File: src/rtl/mbyte_xfer.sv
module mbyte_xfer #(
  parameter int ADDR_W = 24,
  parameter int NB     = 3
) (
  input  logic              clk,
  input  logic              rst_n,
  input  logic              start,
  input  logic              is_store,
  input  logic [1:0]        width_code,
  input  logic [ADDR_W-1:0] base_addr,
  input  logic [8*NB-1:0]   store_val,
  input  logic [7:0]        din,
  output logic [ADDR_W-1:0] addr,
  output logic [7:0]        dout,
  output logic              we,
  output logic              busy,
  output logic              done,
  output logic [8*NB-1:0]   result,
  output logic [8*NB-1:0]   hist
);
  localparam int RW = 8 * NB;
  localparam int CW = (NB > 2) ? $clog2(NB) : 1;

  logic              busy_q, done_q, st_q;
  logic [CW-1:0]     cnt_q, idx_q, cnt_init;
  logic [ADDR_W-1:0] addr_q;
  logic [RW-1:0]     sval_q, res_q, hist_q;
  logic [7:0]        sbyte;

  assign cnt_init = (width_code == 2'd3) ? '0 : CW'(width_code);

  always_comb begin
    sbyte = '0;
    for (int b = 0; b < NB; b++)
      if (idx_q == CW'(b)) sbyte = sval_q[b*8 +: 8];
  end

  always_ff @(posedge clk or negedge rst_n) begin
    if (!rst_n) begin
      busy_q <= 1'b0;
      done_q <= 1'b0;
      st_q   <= 1'b0;
      cnt_q  <= '0;
      idx_q  <= '0;
      addr_q <= '0;
      sval_q <= '0;
      res_q  <= '0;
      hist_q <= '0;
    end else begin
      done_q <= 1'b0;
      if (!busy_q) begin
        if (start) begin
          busy_q <= 1'b1;
          st_q   <= is_store;
          addr_q <= base_addr;
          cnt_q  <= cnt_init;
          idx_q  <= '0;
          sval_q <= store_val;
          if (!is_store) res_q <= '0;
        end
      end else begin
        if (!st_q) begin
          for (int b = 0; b < NB; b++)
            if (idx_q == CW'(b)) res_q[b*8 +: 8] <= din;
          hist_q <= {hist_q[RW-9:0], din};
        end
        if (cnt_q == '0) begin
          busy_q <= 1'b0;
          done_q <= 1'b1;
        end else begin
          cnt_q  <= cnt_q - 1'b1;
          idx_q  <= idx_q + 1'b1;
          addr_q <= addr_q + 1'b1;
        end
      end
    end
  end

  assign addr   = addr_q;
  assign we     = busy_q & st_q;
  assign dout   = (busy_q & st_q) ? sbyte : 8'h00;
  assign busy   = busy_q;
  assign done   = done_q;
  assign result = res_q;
  assign hist   = hist_q;

  p_addr_step_r2: assert property (@(posedge clk) disable iff (!rst_n)
    (busy && $past(busy)) |-> addr == $past(addr) + 1'b1);
  p_cnt_range_r1: assert property (@(posedge clk) disable iff (!rst_n)
    busy |-> (cnt_q < CW'(NB)) && (idx_q < CW'(NB)));
  p_we_in_busy_r5: assert property (@(posedge clk) disable iff (!rst_n)
    we |-> busy);
  p_done_single_r6: assert property (@(posedge clk) disable iff (!rst_n)
    done |=> !done);
  p_done_after_r6: assert property (@(posedge clk) disable iff (!rst_n)
    done |-> ($past(busy) && !busy));
  p_ignore_start_r7: assert property (@(posedge clk) disable iff (!rst_n)
    (busy && !done && $past(busy)) |-> $stable(st_q) && $stable(sval_q));
  p_hold_result_r9: assert property (@(posedge clk) disable iff (!rst_n)
    (!busy && !start) |=> $stable(result));
  p_store_keeps_r8: assert property (@(posedge clk) disable iff (!rst_n)
    (busy && we) |=> $stable(result) && $stable(hist));
endmodule

File: config.mk
export PLATFORM = sky130hd
export DESIGN_NAME = mbyte_xfer
export DESIGN_NICKNAME = d
export VERILOG_FILES = /design/src/rtl/mbyte_xfer.sv
export SDC_FILE = /design/constraint.sdc
export NUM_CORES = 1
export LEC_CHECK = 0
export ABC_CLOCK_PERIOD_IN_PS = 1900
export BUFFER_PORTS_ARGS = -buffer_cell sky130_fd_sc_hd__buf_2
export CELL_PAD_IN_SITES_DETAIL_PLACEMENT = 1
export CELL_PAD_IN_SITES_GLOBAL_PLACEMENT = 1
export CORE_ASPECT_RATIO = 1.5
export CORE_UTILIZATION = 35
export DETAILED_ROUTE_END_ITERATION = 8
export GPL_ROUTABILITY_DRIVEN = 1
export HOLD_SLACK_MARGIN = 0.05
export PLACE_DENSITY_LB_ADDON = 0.1
export SLEW_MARGIN = 20
export SYNTH_ARGS = -nofsm -noshare
export SYNTH_HDL_FRONTEND = slang
export SYNTH_SLANG_ARGS = --single-unit
export TNS_END_PERCENT = 20
File: constraint.sdc
create_clock -name clk -period 1.9 [get_ports clk]
set_clock_uncertainty 0.15 [all_clocks]
set_input_delay 0.19 -clock clk [delete_from_list [all_inputs] [get_ports clk]]
set_output_delay 0.19 -clock clk [all_outputs]
set_load 0.02 [all_outputs]
After elaboration in Yosys (flattened, before gate mapping)
Index checks and enable logic that the tools add are counted.
{"block": "word_totals", "ram_bits": 0, "romBits": 0, "inputBits": 62, "latch_bits": 0, "elab_cells": 61, "register_bits": 103, "memories": 0}
{"block": "op_classes", "shift": 0, "eq_ne": 9, "n_mux": 26, "div_mod_pow": 0, "bitwise_logic": 3, "mul": 0, "n_addsub": 3, "order_cmp": 0, "reduce_logical": 9}
{"op": "$mux 24", "count": 7}
{"op": "$mux 8", "count": 7}
{"op": "$add 24x1->24 const B", "count": 1}
{"op": "$mux 2", "count": 7}
{"op": "$reduce_and 4->1", "count": 3}
{"op": "$ne 2x1->1 const B", "count": 4}
{"op": "$reduce_and 2->1", "count": 3}
{"op": "$mux 1", "count": 5}
{"op": "$eq 2x2->1 const B", "count": 2}
{"op": "$logic_not 2->1", "count": 2}
{"op": "$ne 2x2->1 const B", "count": 2}
{"op": "$add 2x1->2 const B", "count": 1}
{"op": "$eq 2x1->1 const B", "count": 1}
{"op": "$not 1->1", "count": 2}
{"op": "$reduce_bool 2->1", "count": 1}
{"op": "$sub 2x1->2 const B", "count": 1}
{"op": "$and 1x1->1", "count": 1}

Longest topological paths before layout
{"block": "depth", "depth_word": 5, "ltp_mapped": 8, "depth_no_buf": 7}

Worst setup path after synthesis
OpenSTA, ideal clock, no wires.
{"block": "synth_timing", "kind": "register to output", "start": "register idx_q[1]", "end": "output dout[6]", "t_required_ns": 1.560, "slack_ns": -0.001, "arrival_time_ns": 1.561, "path_stages_with_launch": 9, "path_cell_list": "dfrtp_1 -> inv_1 -> ha_1 -> clkbuf_1 -> clkbuf_1 -> nor2_1 -> a21oi_1 -> o21ai_0 -> and2_1"}
{"block": "synth_between", "elab_chain_len": 5, "elab_cells_between_ends": 7, "cone_classes": "eq/ne: 2; mux: 4; reduce/logical: 1"}
{"item": "start, declared", "line": "25", "source": "logic [CW-1:0] cnt_q, idx_q, cnt_init;"}
{"item": "start signal, assigned", "line": "72", "source": "idx_q <= idx_q + 1'b1;"}
{"item": "$logic_not 2->1", "line": "35", "source": "if (idx_q == CW'(b)) sbyte = sval_q[b*8 +: 8];"}
{"item": "$mux 8 (2 in series)", "line": "35"}
{"item": "$mux 8 *", "line": "35"}
{"item": "$mux 8 *", "line": "81", "source": "assign dout = (busy_q & st_q) ? sbyte : 8'h00;"}
{"item": "end, declared", "line": "14", "source": "output logic [7:0] dout,"}
Mark *: on every way between the ends. The rest lies on a longest branch, timed or not.

Worst setup path after layout
{"block": "layout_timing", "start": "register idx_q[0]", "end": "output dout[3]"}
The elaborated chain is that of the path after synthesis.

==> qor.csv <==
stage,metric,value,unit
yosys,yosys.area_share.simple,22.18,%
critical_path,timing.critical_path.required,1560,ps
pwr,ir_worst_vdd,715.8,uV
critical_path,reg2reg_depth,7,
yosys,synth-compound-area-share,11.42,%
yosys,synth_edf_count,0,
layout,seq_area,0.002581,mm2
global_routing,globalRoute.totalOverflow,0,
yosys,yosys_register_bits,103,
layout,fill_cell_instance_count_of_the_final_layout,1537,
drt,number_of_search_and_repair_iterations_in_the_first_detailed_routing_pass,4,
yosys,netlist_top_cells_count,"nand2_1, dfrtp_1, o21ai_1, nor2_1, a21oi_1",
global_routing,grt_start_max_net_pins,46,
clock_network,clk_latency,350,ps
timing,period_share,110.7,%
layout,fraction_of_layout_instances_using_a_drive_strength_above_1,32.70,%
drt,dr_total_vias,4377,
min_path,worstHoldPathType,in -> reg,
clock_network,tritoncts_num_sinks,103,
drt,avgRoutedWirePerCell,16.20,um
yosys,synth.yosys.warnings,0,
timing,min_period,2104,ps
critical_path,crit_start,idx_q[0]$_DFFE_PN0P_,
placed_design,preCtsSetupSlack,-24.16,ps
critical_path,worst_path_most_repeated_cell,buf_6,
floorplanning,floorplan.core_area,0.01340,mm2
placed_design,place.detailed.hpwl,10220,um
yosys,post_synth_xor_area_fraction,1.829,%
critical_path,critical_path.max_stage_delay,450,ps
outcome,status,"finished, violations left",
clock_network,clk_pin_slew_worst_paths,80,ps
critical_path,crit-reg2reg-capture,addr[5]$_DFFE_PN0P_,
pwr,combinational_share_of_power,50.7,%
yosys,mappedNetlistArea,0.004790,mm2
layout,multi_input_comb_area,0.002152,mm2
drt,vias_per_cell,4.869,
timing,grt_setup_unrepaired,true,
critical_path,crit_path_cell_trace,inv_4 -> ha_4 -> buf_6 -> nand2_2 -> nor2_2 -> a21oi_1 -> o21ai_1 -> and2_1 -> buf_6,
pwr,sequentialPowerShare,33.1,%
global_routing,grt.total_usage,21.10,%
yosys,synthesized_area_per_cell,9.522,um2
placed_design,placed_cells_incl_taps,812,
pwr,pwr_density_cell,1720,mW/mm2
timing,worst_slew_pin_slew,485.0,ps
clock_network,cts-root-to-sink-buffers,2,
timing,maxSlewViolCount,0,
placed_design,final_wtd_congestion,0.7893,
floorplanning,effective_utilization_at_floorplan,35.74,%
critical_path,r2r_start,cnt_q[0]$_DFFE_PN0P_,
global_routing,grt_first_pass_wirelength,24060,um
global_routing,first_global_vias,4793,
yosys,synth-main-ff-cell,dfrtp_1,
layout,final_core_utilization,52.79,%
pwr,power.switching,5292,uW
floorplanning,rows,52,
global_routing,antenna_found_initial,0,
floorplanning,floorplan.die.width,97.52,um
yosys,post-synth-top-count-cell,nand2_1,
outcome,failed_checks,setup timing,
pwr,switching_share,43.50,%
clock_network,cts_tree,built,
floorplanning,num_io_pins,145,
clock_network,cts.htree.levels,3,
drt,drt_first_iter_violations,56,
pwr,power_frac_clock,16.2,%
drt,drcViolationCount,0,
critical_path,critPathKind,reg -> out,
yosys,post_synth_net_total,570,
drt,ant_nets,0,
yosys,ys_seq_area_share,53.81,%
critical_path,start_kind,register,
yosys,combinational_family_with_the_most_area_after_synthesis,simple AND/OR/NAND/NOR gates,
critical_path,worstPathArrival,1760,ps
layout,nets,799,
drt,totalWireLength,14570,um
clock_network,clockRootBuffer,clkbuf_16,
yosys,synth-async-reset-ratio,100.0,%
yosys,synth_area_leader_cell,dfrtp_1,
timing,clock.fmax,475.2,MHz
critical_path,critical_path_peak_fanout,6,
pwr,power_report.internal_total,6875,uW
run,timing.max_cap.violations,0,
timing,timing.final.ws_setup,-204.2,ps
yosys,synthAdderAreaFrac,1.306,%
yosys,post_synth_num_cell_types,47,
pwr,fin_total_pwr,12170,uW
timing,setup-violations-final,8,
critical_path,critical_path.endpoint_type,output pin,
floorplanning,die_height,145.3,um
yosys,post_synth_mux_area_share,6.270,%
layout,flow.area_growth_from_synthesis,47.73,%
floorplanning,die_area,0.01417,mm2
layout,stdcell_count,899,
timing,maxSlewHeadroom,67.67,%
placed_design,port-buffer-count,144,
pwr,power_leakage,0.003373,uW
yosys,syn-instance-count,503,
clock_network,numCtsBuffers,9,
critical_path,crit_slowest_cell,dfrtp_2,
timing,worst_hold_slack,121.8,ps
yosys,synth_area_leaders,"dfrtp_1, nand2_1, mux2_1",
timing,timing_hold_violations_final,0,
critical_path,worst_setup_path_endpoint,dout[3],
yosys,synth.top_cell.area_share,53.81,%
layout,antenna_cells,0,
critical_path,worst-r2r-setup-slack,100,ps
## critical path: cells and delay by family (launching register included)
family | cells | cell delay [ps]
flops | 1 | 450
fa+ha+maj | 1 | 170
buf+inv | 3 | 320
compound gates | 2 | 180
simple gates | 3 | 300
## metrics by stage
step	TNS (ps)	cell area, um2
6_report	-1279	7076
5_1_grt	-2232	7076
4_1_cts	-1145	6948
3_5_place_dp	-49.70	5897
3_3_place_gp	0	5897
2_1_floorplan	0	4791
## area by class of cell
class,count,area share (%)
flip-flops and latches,103,36.48
multi-input cells,362,30.42
repair buffers,245,25.16
clock buffers,9,3.183
well taps,162,2.865
clock inverters,7,1.273
inverters,11,0.6189
## repair_timing
item	in CTS	in global routing
gates cloned	0	2
hold buffers	59	0
endpoints found under the hold margin	133	0
endpoints found under the setup margin	12	27
buffers inserted	6	4
gates resized for setup	35	16
pin swaps	1	5
## power groups by stage
stage               registers, uW  clock network (uW)  logic (uW)
finish                       4030                1970        6170
global route                 4180                2110        6750
CTS                          4010                2020        5990
detailed placement           4030                   0        5610
global placement             3980                   0        5440
floorplan                    4810                   0        2620
## cell usage in the layout (no fill, tap or decap), types with 9 or more instances in the layout
cell,count
a211oi_1,16
a21oi_1,22
and2_1,9
buf_2,135
buf_4,35
buf_6,9
clkbuf_16,11
dfrtp_1,100
dlygate4sd3_1,59
mux2_1,20
nand2_1,136
nor2_1,23
nor2b_1,10
o21ai_1,35
## registers in the layout, summed over array words and instances, names as in the netlist
signal  count
addr       24
sval_q     24
cnt_q       2
idx_q       2
hist       24
st_q        1
result     24
busy        1
done        1
## cells by family (layout without fill, tap and decap cells)
family / Yosys count / count (layout)
flops: 103 / 103
buf+inv: 38 / 272
compound gates: 92 / 92
fa+ha+maj: 5 / 5
xor+xnor: 10 / 10
mux: 27 / 27
simple gates: 228 / 228
## worst min path at each step
stage / startpoint / endpoint / slack, ps / cells after the start
2_1_floorplan: rst_n / addr[0]$_DFFE_PN0P_ / -260 / 0
3_3_place_gp: rst_n / result[21]$_DFFE_PN0P_ / 40 / 1
3_5_place_dp: rst_n / result[21]$_DFFE_PN0P_ / 30 / 1
4_1_cts: width_code[0] / cnt_q[0]$_DFFE_PN0P_ / 110 / 5
5_1_grt: width_code[0] / cnt_q[0]$_DFFE_PN0P_ / 140 / 5
6_report: width_code[0] / cnt_q[0]$_DFFE_PN0P_ / 120 / 5
## routing by layer
| metal | wire, um | GRT usage, % |
|---|---|---|
| met5 | 0 | 0 |
| met4 | 167 | 6.176 |
| met3 | 376 | 2.890 |
| met2 | 7923 | 39.23 |
| met1 | 6100 | 24.87 |
(Power assumes the default switching activity.)
